`src/rtl/sync_hunt_pkg.sv`:
```
package sync_hunt_pkg;

    typedef enum logic [2:0] {
        MD_ASYNC  = 3'd0,
        MD_MONO   = 3'd1,
        MD_BISYNC = 3'd2,
        MD_FLAG   = 3'd3,
        MD_EXT    = 3'd4
    } rx_mode_e;

endpackage

```
`src/rtl/sync_hunt_window.sv`:
```
module sync_hunt_window #(
    parameter int CHAR_W = 8,
    parameter int WIN_W  = 16
) (
    input  logic             clk,
    input  logic             rst_n,
    input  logic             rx_bit,
    output logic [WIN_W-1:0] win,
    output logic             full_char,
    output logic             full_win
);
    localparam int FILL_W = $clog2(WIN_W + 1);

    typedef struct packed {
        logic [WIN_W-1:0]  bits;
        logic [FILL_W-1:0] fill;
    } win_state_t;

    win_state_t st_d, st_q;

    // newest bit enters at the top, so the oldest bit sits at index 0
    always_comb begin
        st_d      = st_q;
        st_d.bits = {rx_bit, st_q.bits[WIN_W-1:1]};
        if (st_q.fill != FILL_W'(WIN_W)) begin
            st_d.fill = st_q.fill + 1'b1;
        end
    end

    always_ff @(posedge clk or negedge rst_n) begin
        if (!rst_n) begin
            st_q <= '0;
        end else begin
            st_q <= st_d;
        end
    end

    assign win       = st_q.bits;
    assign full_char = (st_q.fill >= FILL_W'(CHAR_W));
    assign full_win  = (st_q.fill == FILL_W'(WIN_W));

    AST_WINDOW_TAKES_BIT: assert property (@(posedge clk) disable iff (!rst_n)
        1'b1 |=> (win[WIN_W-1] == $past(rx_bit))) else $error("window shift");

endmodule

```
`src/rtl/sync_hunt_match.sv`:
```
module sync_hunt_match
    import sync_hunt_pkg::*;
#(
    parameter int              CHAR_W   = 8,
    parameter int              WIN_W    = 16,
    parameter logic [CHAR_W-1:0] FLAG_PAT = 8'h7E
) (
    input  logic [2:0]        mode,
    input  logic [WIN_W-1:0]  win,
    input  logic              full_char,
    input  logic              full_win,
    input  logic [CHAR_W-1:0] pat_lo,
    input  logic [CHAR_W-1:0] pat_hi,
    output logic              match
);
    logic [CHAR_W-1:0] recent;
    logic              hit_mono;
    logic              hit_pair;
    logic              hit_flag;

    assign recent = win[WIN_W-1 -: CHAR_W];

    always_comb begin
        hit_mono = full_char && (recent == pat_lo);
        hit_pair = full_win  && (win == {pat_hi, pat_lo});
        hit_flag = full_char && (recent == FLAG_PAT);
        unique case (mode)
            MD_MONO:   match = hit_mono;
            MD_BISYNC: match = hit_pair;
            MD_FLAG:   match = hit_flag;
            default:   match = 1'b0;
        endcase
    end

endmodule

```
`src/rtl/sync_hunt_extsync.sv`:
```
module sync_hunt_extsync #(
    parameter int STAGES = 2
) (
    input  logic clk,
    input  logic rst_n,
    input  logic sync_in_n,
    output logic sync_act,
    output logic fall_seen
);
    // chain[0] is the first flop; chain[STAGES] is one extra stage for edge detection
    typedef struct packed {
        logic [STAGES:0] chain;
    } sy_state_t;

    sy_state_t st_d, st_q;

    always_comb begin
        st_d       = st_q;
        st_d.chain = {st_q.chain[STAGES-1:0], sync_in_n};
    end

    always_ff @(posedge clk or negedge rst_n) begin
        if (!rst_n) begin
            st_q <= '1;
        end else begin
            st_q <= st_d;
        end
    end

    assign sync_act  = ~st_q.chain[STAGES-1];
    assign fall_seen = st_q.chain[STAGES] & ~st_q.chain[STAGES-1];

    AST_FALL_ONE_CYCLE: assert property (@(posedge clk) disable iff (!rst_n)
        fall_seen |=> !fall_seen) else $error("fall pulse");

endmodule

```
`src/rtl/sync_hunt_framer.sv`:
```
module sync_hunt_framer #(
    parameter int CHAR_W = 8,
    parameter int BACK   = 3
) (
    input  logic              clk,
    input  logic              rst_n,
    input  logic              rx_bit,
    input  logic [BACK-1:0]   back_bits,
    input  logic              match_go,
    input  logic              ext_go,
    input  logic              hunt_enter,
    output logic              hunt,
    output logic              char_start,
    output logic              char_valid,
    output logic [CHAR_W-1:0] char_data
);
    localparam int CNT_W = $clog2(CHAR_W);
    localparam int PAD_W = CHAR_W - 1 - BACK;

    typedef struct packed {
        logic              hunt;
        logic [CNT_W-1:0]  cnt;
        logic [CHAR_W-1:0] acc;
        logic [CHAR_W-1:0] out;
        logic              start;
        logic              valid;
    } frm_state_t;

    frm_state_t st_d, st_q;

    always_comb begin
        st_d       = st_q;
        st_d.start = 1'b0;
        st_d.valid = 1'b0;
        if (hunt_enter) begin
            st_d.hunt = 1'b1;
            st_d.cnt  = '0;
        end else if (st_q.hunt) begin
            if (ext_go) begin
                // back-dated start: history bits plus the current bit
                st_d.hunt  = 1'b0;
                st_d.acc   = {rx_bit, back_bits, {PAD_W{1'b0}}};
                st_d.cnt   = CNT_W'(BACK + 1);
                st_d.start = 1'b1;
            end else if (match_go) begin
                st_d.hunt  = 1'b0;
                st_d.acc   = {rx_bit, {(CHAR_W-1){1'b0}}};
                st_d.cnt   = CNT_W'(1);
                st_d.start = 1'b1;
            end
        end else begin
            st_d.acc   = {rx_bit, st_q.acc[CHAR_W-1:1]};
            st_d.start = (st_q.cnt == '0);
            if (st_q.cnt == CNT_W'(CHAR_W - 1)) begin
                st_d.valid = 1'b1;
                st_d.out   = {rx_bit, st_q.acc[CHAR_W-1:1]};
                st_d.cnt   = '0;
            end else begin
                st_d.cnt = st_q.cnt + 1'b1;
            end
        end
    end

    always_ff @(posedge clk or negedge rst_n) begin
        if (!rst_n) begin
            st_q      <= '0;
            st_q.hunt <= 1'b1;
        end else begin
            st_q <= st_d;
        end
    end

    assign hunt       = st_q.hunt;
    assign char_start = st_q.start;
    assign char_valid = st_q.valid;
    assign char_data  = st_q.out;

    AST_HUNT_ENTER_WINS: assert property (@(posedge clk) disable iff (!rst_n)
        hunt_enter |=> (hunt && !char_start && !char_valid)) else $error("hunt enter");
    AST_MATCH_FRAMES: assert property (@(posedge clk) disable iff (!rst_n)
        (hunt && match_go && !hunt_enter) |=> (!hunt && char_start)) else $error("match frame");
    AST_EXT_FRAMES: assert property (@(posedge clk) disable iff (!rst_n)
        (hunt && ext_go && !hunt_enter) |=> (!hunt && char_start)) else $error("ext frame");
    AST_VALID_OUT_OF_HUNT: assert property (@(posedge clk) disable iff (!rst_n)
        char_valid |-> $past(!hunt)) else $error("valid in hunt");

endmodule

```
`src/rtl/sync_hunt_rx.sv`:
```
module sync_hunt_rx
    import sync_hunt_pkg::*;
#(
    parameter int                CHAR_W      = 8,
    parameter int                SYNC_STAGES = 2,
    parameter logic [CHAR_W-1:0] FLAG_PAT    = 8'h7E
) (
    input  logic              clk,
    input  logic              rst_n,
    input  logic              rx_bit,
    input  logic [2:0]        mode,
    input  logic [CHAR_W-1:0] pat_lo,
    input  logic [CHAR_W-1:0] pat_hi,
    input  logic              hunt_enter,
    input  logic              sync_in_n,
    output logic              sync_out_n,
    output logic              sync_oe,
    output logic              hunt,
    output logic              char_start,
    output logic              char_valid,
    output logic [CHAR_W-1:0] char_data,
    output logic              async_stat
);
    localparam int WIN_W = 2 * CHAR_W;
    localparam int BACK  = SYNC_STAGES + 1;

    logic [WIN_W-1:0] win;
    logic             full_char;
    logic             full_win;
    logic             match;
    logic             sync_act;
    logic             fall_seen;
    logic             pattern_mode;
    logic             match_go;
    logic             ext_go;

    assign pattern_mode = (mode == MD_MONO) || (mode == MD_BISYNC) || (mode == MD_FLAG);
    assign match_go     = pattern_mode && match;
    assign ext_go       = (mode == MD_EXT) && fall_seen;

    sync_hunt_window #(.CHAR_W(CHAR_W), .WIN_W(WIN_W)) u_window (
        .clk       (clk),
        .rst_n     (rst_n),
        .rx_bit    (rx_bit),
        .win       (win),
        .full_char (full_char),
        .full_win  (full_win)
    );

    sync_hunt_match #(.CHAR_W(CHAR_W), .WIN_W(WIN_W), .FLAG_PAT(FLAG_PAT)) u_match (
        .mode      (mode),
        .win       (win),
        .full_char (full_char),
        .full_win  (full_win),
        .pat_lo    (pat_lo),
        .pat_hi    (pat_hi),
        .match     (match)
    );

    sync_hunt_extsync #(.STAGES(SYNC_STAGES)) u_extsync (
        .clk       (clk),
        .rst_n     (rst_n),
        .sync_in_n (sync_in_n),
        .sync_act  (sync_act),
        .fall_seen (fall_seen)
    );

    sync_hunt_framer #(.CHAR_W(CHAR_W), .BACK(BACK)) u_framer (
        .clk        (clk),
        .rst_n      (rst_n),
        .rx_bit     (rx_bit),
        .back_bits  (win[WIN_W-1 -: BACK]),
        .match_go   (match_go),
        .ext_go     (ext_go),
        .hunt_enter (hunt_enter),
        .hunt       (hunt),
        .char_start (char_start),
        .char_valid (char_valid),
        .char_data  (char_data)
    );

    assign sync_out_n = ~match_go;
    assign sync_oe    = pattern_mode;
    assign async_stat = sync_act;

    AST_QUIET_IN_ASYNC: assert property (@(posedge clk) disable iff (!rst_n)
        ((mode == MD_ASYNC) && hunt && !hunt_enter) |=> (hunt && !char_start)) else $error("async");
    AST_GUARD_BEFORE_FILL: assert property (@(posedge clk) disable iff (!rst_n)
        !full_char |-> sync_out_n) else $error("fill guard");

endmodule

```
`config.mk`:
```
export PLATFORM = sky130hd
export DESIGN_NAME = sync_hunt_rx
export DESIGN_NICKNAME = d
export VERILOG_FILES = /design/src/rtl/sync_hunt_pkg.sv /design/src/rtl/sync_hunt_window.sv /design/src/rtl/sync_hunt_match.sv /design/src/rtl/sync_hunt_extsync.sv /design/src/rtl/sync_hunt_framer.sv /design/src/rtl/sync_hunt_rx.sv
export SDC_FILE = /design/constraint.sdc
export NUM_CORES = 1
export LEC_CHECK = 0
export ABC_AREA = 1
export BUFFER_PORTS_ARGS = -buffer_cell sky130_fd_sc_hd__buf_4
export CAP_MARGIN = 20
export CORE_AREA = 2 2 54 95
export CTS_CLUSTER_SIZE = 20
export DETAILED_ROUTE_END_ITERATION = 7
export DIE_AREA = 0 0 56 97
export PLACE_DENSITY = 0.7
export RECOVER_POWER = 50
export SLEW_MARGIN = 25
export SYNTH_ARGS = -nofsm -noshare
export SYNTH_HDL_FRONTEND = slang
export SYNTH_SLANG_ARGS = --single-unit
```
`constraint.sdc`:
```
create_clock -name clk -period 3.9 [get_ports clk]
set_clock_uncertainty 0.15 [all_clocks]
set_input_delay 0.78 -clock clk [delete_from_list [all_inputs] [get_ports clk]]
set_output_delay 0.78 -clock clk [all_outputs]
set_load 0.01 [all_outputs]
```
## After elaboration in Yosys (flattened, before gate mapping)

Cells that the tools add are included.

| cells by class | value |
|---|---|
| add/sub/neg operators | 2 |
| multiply operators | 0 |
| divide/modulo/power cells | 0 |
| order comparisons | 1 |
| equality and inequality tests | 12 |
| shift operators | 0 |
| multiplexer cells | 13 |
| bitwise logic cells | 5 |
| reductions and logical operators | 10 |

Operators with widths:

| operator | count |
|---|---|
| $mux 12 | 2 |
| $eq 16x16->1 | 1 |
| $mux 11 | 1 |
| $eq 8x7->1 const B | 1 |
| $eq 8x8->1 | 1 |
| $eq 3x2->1 const B | 2 |
| $eq 3x3->1 const B | 2 |
| $mux 1 | 6 |
| $add 5x1->5 const B | 1 |
| $eq 5x5->1 const B | 1 |
| $ge 5x4->1 const B | 1 |
| $logic_and 1x1->1 | 5 |
| $ne 5x5->1 const B | 1 |
| $mux 4 | 1 |
| $ne 4x4->1 const B | 1 |
| $not 1->1 | 4 |
| $add 3x1->3 const B | 1 |
| $eq 3x1->1 const B | 1 |
| $logic_not 3->1 | 1 |
| $mux 3 | 1 |
| $ne 3x3->1 const B | 1 |
| $pmux 1 s3 | 1 |
| $reduce_and 3->1 | 1 |
| $logic_or 1x1->1 | 2 |
| other kinds (3) | 3 |

| word-level totals | value |
|---|---|
| register bits | 46 |
| latch bits | 0 |
| RAM bits | 0 |
| bits in read-only memories | 0 |
| input port bits | 24 |
| output and inout port bits | 14 |
| logic and storage cells | 52 |
| memories | 0 |

## Longest topological paths before layout

| depth | value |
|---|---|
| depth after elaboration | 8 |
| gate-level depth with buffers | 13 |
| mapped depth without buffers | 13 |

## By module

From an unflattened synthesis, not the netlist that was laid out.

| second synthesis, totals | value |
|---|---|
| cell total of the unflattened synthesis | 286 |
| area total of the unflattened synthesis | 2374.8 sq um |

By module, submodules not included:

| module | instances | cells an instance | area each (sq um) | seq. area each (sq um) |
|---|---|---|---|---|
| sync_hunt_framer | 1 | 114 | 992.2 | 526.8 |
| sync_hunt_window | 1 | 68 | 797.0 | 525.5 |
| sync_hunt_match | 1 | 91 | 461.7 | 0.0 |
| sync_hunt_extsync | 1 | 6 | 92.6 | 78.8 |
| sync_hunt_rx | 1 | 7 | 31.3 | 0.0 |

## Worst setup path after synthesis

No wires, ideal clock.

| timing | value |
|---|---|
| path kind | input -> output |
| start | input port mode[2] |
| end | output port sync_out_n |
| data arrival time | 1.588 ns |
| required time | 2.970 ns |
| setup slack | 1.382 ns |
| cell stages on the path | 9 |
| cells stage by stage | inv_2 > nand3_4 > buf_8 > nand3_1 > nand2_1 > nor2_1 > nand3_1 > nor2_1 > nor2_2 |

| between the ends | value |
|---|---|
| cells in the longest elaborated chain, start to end | 5 |

Ends and longest elaborated chain:

| what | line | text |
|---|---|---|
| from (decl) | sync_hunt_rx.sv:11 | `input logic [2:0] mode,` |
| branches (longest 3 deep; another with $eq 3x2->1) | n/a |  |
| $logic_and 1x1->1 (*) | sync_hunt_rx.sv:38 | `assign match_go = pattern_mode && match;` |
| $not 1->1 (*) | sync_hunt_rx.sv:82 | `assign sync_out_n = ~match_go;` |
| to (decl) | sync_hunt_rx.sv:16 | `output logic sync_out_n,` |

Every way passes the cells marked *.

## Worst setup path in the final report

| timing | value |
|---|---|
| start | register u_window.st_q[0] (netlist name) |
| end | output port sync_out_n |

| between the ends | value |
|---|---|
| cells in the longest elaborated chain, start to end | 5 |

Ends and longest elaborated chain:

| what | line | text |
|---|---|---|
| from (decl) | sync_hunt_window.sv:19 | `win_state_t st_d, st_q;` |
| from (signal assigned) | sync_hunt_window.sv:34 | `st_q <= st_d;` |
| $ge 5x4->1 or $eq 5x5->1 (tied branches) | sync_hunt_window.sv:39, sync_hunt_window.sv:40 |  |
| $logic_and 1x1->1 (on tied branches) | sync_hunt_match.sv:26, sync_hunt_match.sv:24, sync_hunt_match.sv:25 |  |
| $pmux 1 s3 (*) | sync_hunt_match.sv:27 | `unique case (mode)` |
| $logic_and 1x1->1 (*) | sync_hunt_rx.sv:38 |  |
| $not 1->1 (*) | sync_hunt_rx.sv:82 |  |

Mark *: on every way between the ends. The rest lies on a longest branch, timed or not.

==> summary.md <==
| Metric | Value |
|---|---|
| Most common cell after layout, fill and taps aside | nand2_1 |
| Reg-to-reg startpoint | u_window.st_q[0] |
| Routability Congestion | 0.884 |
| Violated checks | capacitance limit, slew limit |
| Initial antenna violation count | 0 |
| Per-cell routed wire length | 13.1 um |
| FP Rows | 33 |
| Clock latency on the worst-skew pair | 0.29 ns |
| Hold Buf Count CTS | 0 |
| Max Root-Sink Buffers | 2 |
| Synth Instances | 268 |
| First-pass GRT wire length | 8010 um |
| Ys Warns | 0 |
| Clock network power share | 0.400 |
| Critical path class | reg2out |
| XOR/XNOR Fraction of Synth Area | 0.0616 |
| Total gr overflow | 0 |
| WP buf/inv | 2 |
| Die Area | 5430 um^2 |
| Slew headroom | -0.540 |
| Root buffer cell | clkbuf_8 |
| Core Footprint | 4620 um^2 |
| Max rail drop VDD | 322 uV |
| Tot Pwr | 1.02 mW |
| Residual DRC | 0 |
| Post-CTS setup buffers | 0 |
| Clock net sink count | 45 |
| DIE HEIGHT | 97 um |
| Post-Syn Nets | 297 |
| DR iter-0 viols | 80 |
| Min-Delay Path Class | reg2reg |
| Vias | 1785 |
| Starting Density | 0.492 |
| Flops & latches, synth | 45 |
| Final wirelength | 4640 um |
| Post-Syn Area | 2270 um^2 |
| Ant diodes | 0 |
| Cell chain of the critical path | inv_1 > ha_1 > nand2_1 > nor3_4 > nand2_1 > nor2_1 > nand3_1 > nor2_1 > nor2_2 > buf_4 |
| Post-synthesis mux area share | 0 |
| Finish-stage setup viols | 0 |
| I/O pin cnt | 38 |
| Max Fclk | 340 MHz |
| Fin. max-slew vios | 46 |
| Most frequent cells in the layout | nand2_1, dfrtp_1, buf_4 |
| Critical-path maximum fanout | 5 |
| Top delay family on crit path | simple AND/OR/NAND/NOR gates |
| Critical Path End Type | primary output |
| Seq pwr share | 0.501 |
| Gate power share | 0.099 |
| Min-delay src | u_extsync.st_q[0] |
| Simple-gate area share of the yosys netlist | 0.292 |
| Min Tclk post-route | 2.94 ns |
| Worst slew pin tran | 2.31 ns |
| Gates resized, CTS repair | 0 |
| Sw Ratio | 0.228 |
| Power Internal | 788 uW |
| Worst setup SP type | flip-flop |
| Util after Layout | 0.576 |
| Synth Area in Compound Gates | 0.0330 |
| Reg clk slew, reported paths | 0.08 ns |
| Outcome | finished with violations |
| Total CTS buffers | 5 |
| Primary FF master, synth | dfrtp_1 |
| Gr usage total | 0.189 |
| Ys async rst share | 1.00 |
| Syn_area_per_cell | 8.48 um^2 |
| Synth Area in Adders | 0.0275 |
| Largest net degree at the start of global routing | 46 |
| CTS tree | built |
| Leak pwr | 1.43 nW |
| Slowest CP cell | dfrtp_1 |
| DR vias/cell | 5.03 |
| Chip Width | 56 um |
| PD cells | 384 nW/um^2 |
| Setup ws final | 0.962 ns |
| Crit-path max cell delay | 0.41 ns |
| Hold Fails Final Rpt | 0 |
| Vias in the first global route | 1815 |
| Detail Route Antenna Nets | 0 |
| Dpl ws | 1.05 ns |
| # port buffers | 37 |
| Data required time at the worst endpoint | 2.97 ns |
| Layout net count | 331 |
| Synth cell types | 27 |
| Dpl hpwl | 3650 um |
| RSZ-0062 raised after global routing | false |
| Combinational family with the most area after synthesis | simple AND/OR/NAND/NOR gates |
| Worst endpoint data arrival time | 2.01 ns |
| Final worst-path cycle share | 0.753 |
| Share of layout cells above drive strength 1 | 0.195 |
| Net Switching | 233 uW |
| Max-cap viol count | 1 |
| Layout area overhead | 17.1% |
| Setup tns final | 0 ns |
| Detailed Routing Iterations Pass 1 | 4 |
| Sequential area share after synthesis | 0.498 |
| Worst setup path start | u_window.st_q[0] |
| Post-synth EDFFs | 0 |
| H-Tree Depth | 2 |
power groups by stage:
stage                     clock network, mW  logic (mW)  registers [mW]
after CTS                             0.418       0.104           0.512
after detailed placement                  0       0.104           0.521
after floorplan                           0      0.0603           0.513
final                                 0.409       0.101           0.512
after global routing                  0.435       0.116           0.515
after global placement                    0       0.102           0.520
synthesized netlist by cell type, drive strengths merged, types with 2 or more instances:
cell    count  area [um^2]
buf        10         80.1
a21oi       4         20.0
dfrtp      41         1030
nand2      95          367
nor2       22         90.1
inv        30          113
xor2        5         43.8
nand4       5         31.3
ha          5         62.6
dfstp       4          105
o21ai       8         40.0
clkinv      2         7.51
xnor2      11         96.3
nand3      21          145
through the flow:
stage	instances	hold WS (ns)	area [um^2]
final	355	0.209	2660
after global routing	355	0.217	2660
after CTS	355	0.211	2670
after detailed placement	347	0.198	2540
after global placement	347	0.196	2540
after floorplan	268	0.195	2270
layer usage:
layer  vias to the layer above  global-route usage  wire (um)  part of all wire
met5                         -                   0          0                 0
li1                        886                   -          -                 -
met4                         0               0.123        263             0.057
met1                       832               0.199       1720              0.37
met3                        18              0.0348        181             0.039
met2                        49               0.332       2470              0.53
cells by family (layout without fill, tap and decap cells):
logic type      count (synthesis)  in the layout
compound gates                 14             14
xor+xnor                       16             16
fa+ha+maj                       5              5
buf+inv                        42             77
flops                          45             45
simple gates                  146            146
sequential cells by signal (all words and copies together), names as in the netlist:
register             cells
u_framer.char_start      1
u_window.st_q            5
u_framer.char_data       8
u_window.win            16
u_framer.st_q           10
u_extsync.st_q           3
u_framer.hunt            1
u_framer.char_valid      1
area by class of cell:
type	count	area [um^2]
clock buffers	5	68.8
clock inverters	3	65.1
fillers	422	1960
inverters	32	120
multi-input cells	181	942
flip-flops and latches	45	1130
well taps	52	65.1
repair buffers	37	270
worst reg2reg max path, stage by stage (launching register included):
cell and delay [ns]:
dfrtp_1 0.41, inv_1 0.10, ha_1 0.15, nand2_1 0.08, nor3_4 0.23, nand2_1 0.08, nor2_1 0.22, nand4_1 0.20
nand3_4 0.17, nand2_4 0.11, nand2_1 0.08, nand2_1 0.05
worst paths after layout:
kind                       cells after the start                 to  slack [ns]
setup / recovery                              10         sync_out_n        0.96
hold / removal                                 0  u_extsync.st_q[1]        0.21
setup reg to reg                              11  u_framer.st_q[15]        1.77
hold reg to reg                                0  u_extsync.st_q[1]        0.21
max in group asynchronous                      1  u_framer.st_q[12]        1.26
min in group asynchronous                      1    u_window.win[0]        1.02
Note: power is estimated with default switching activity, not from simulation.
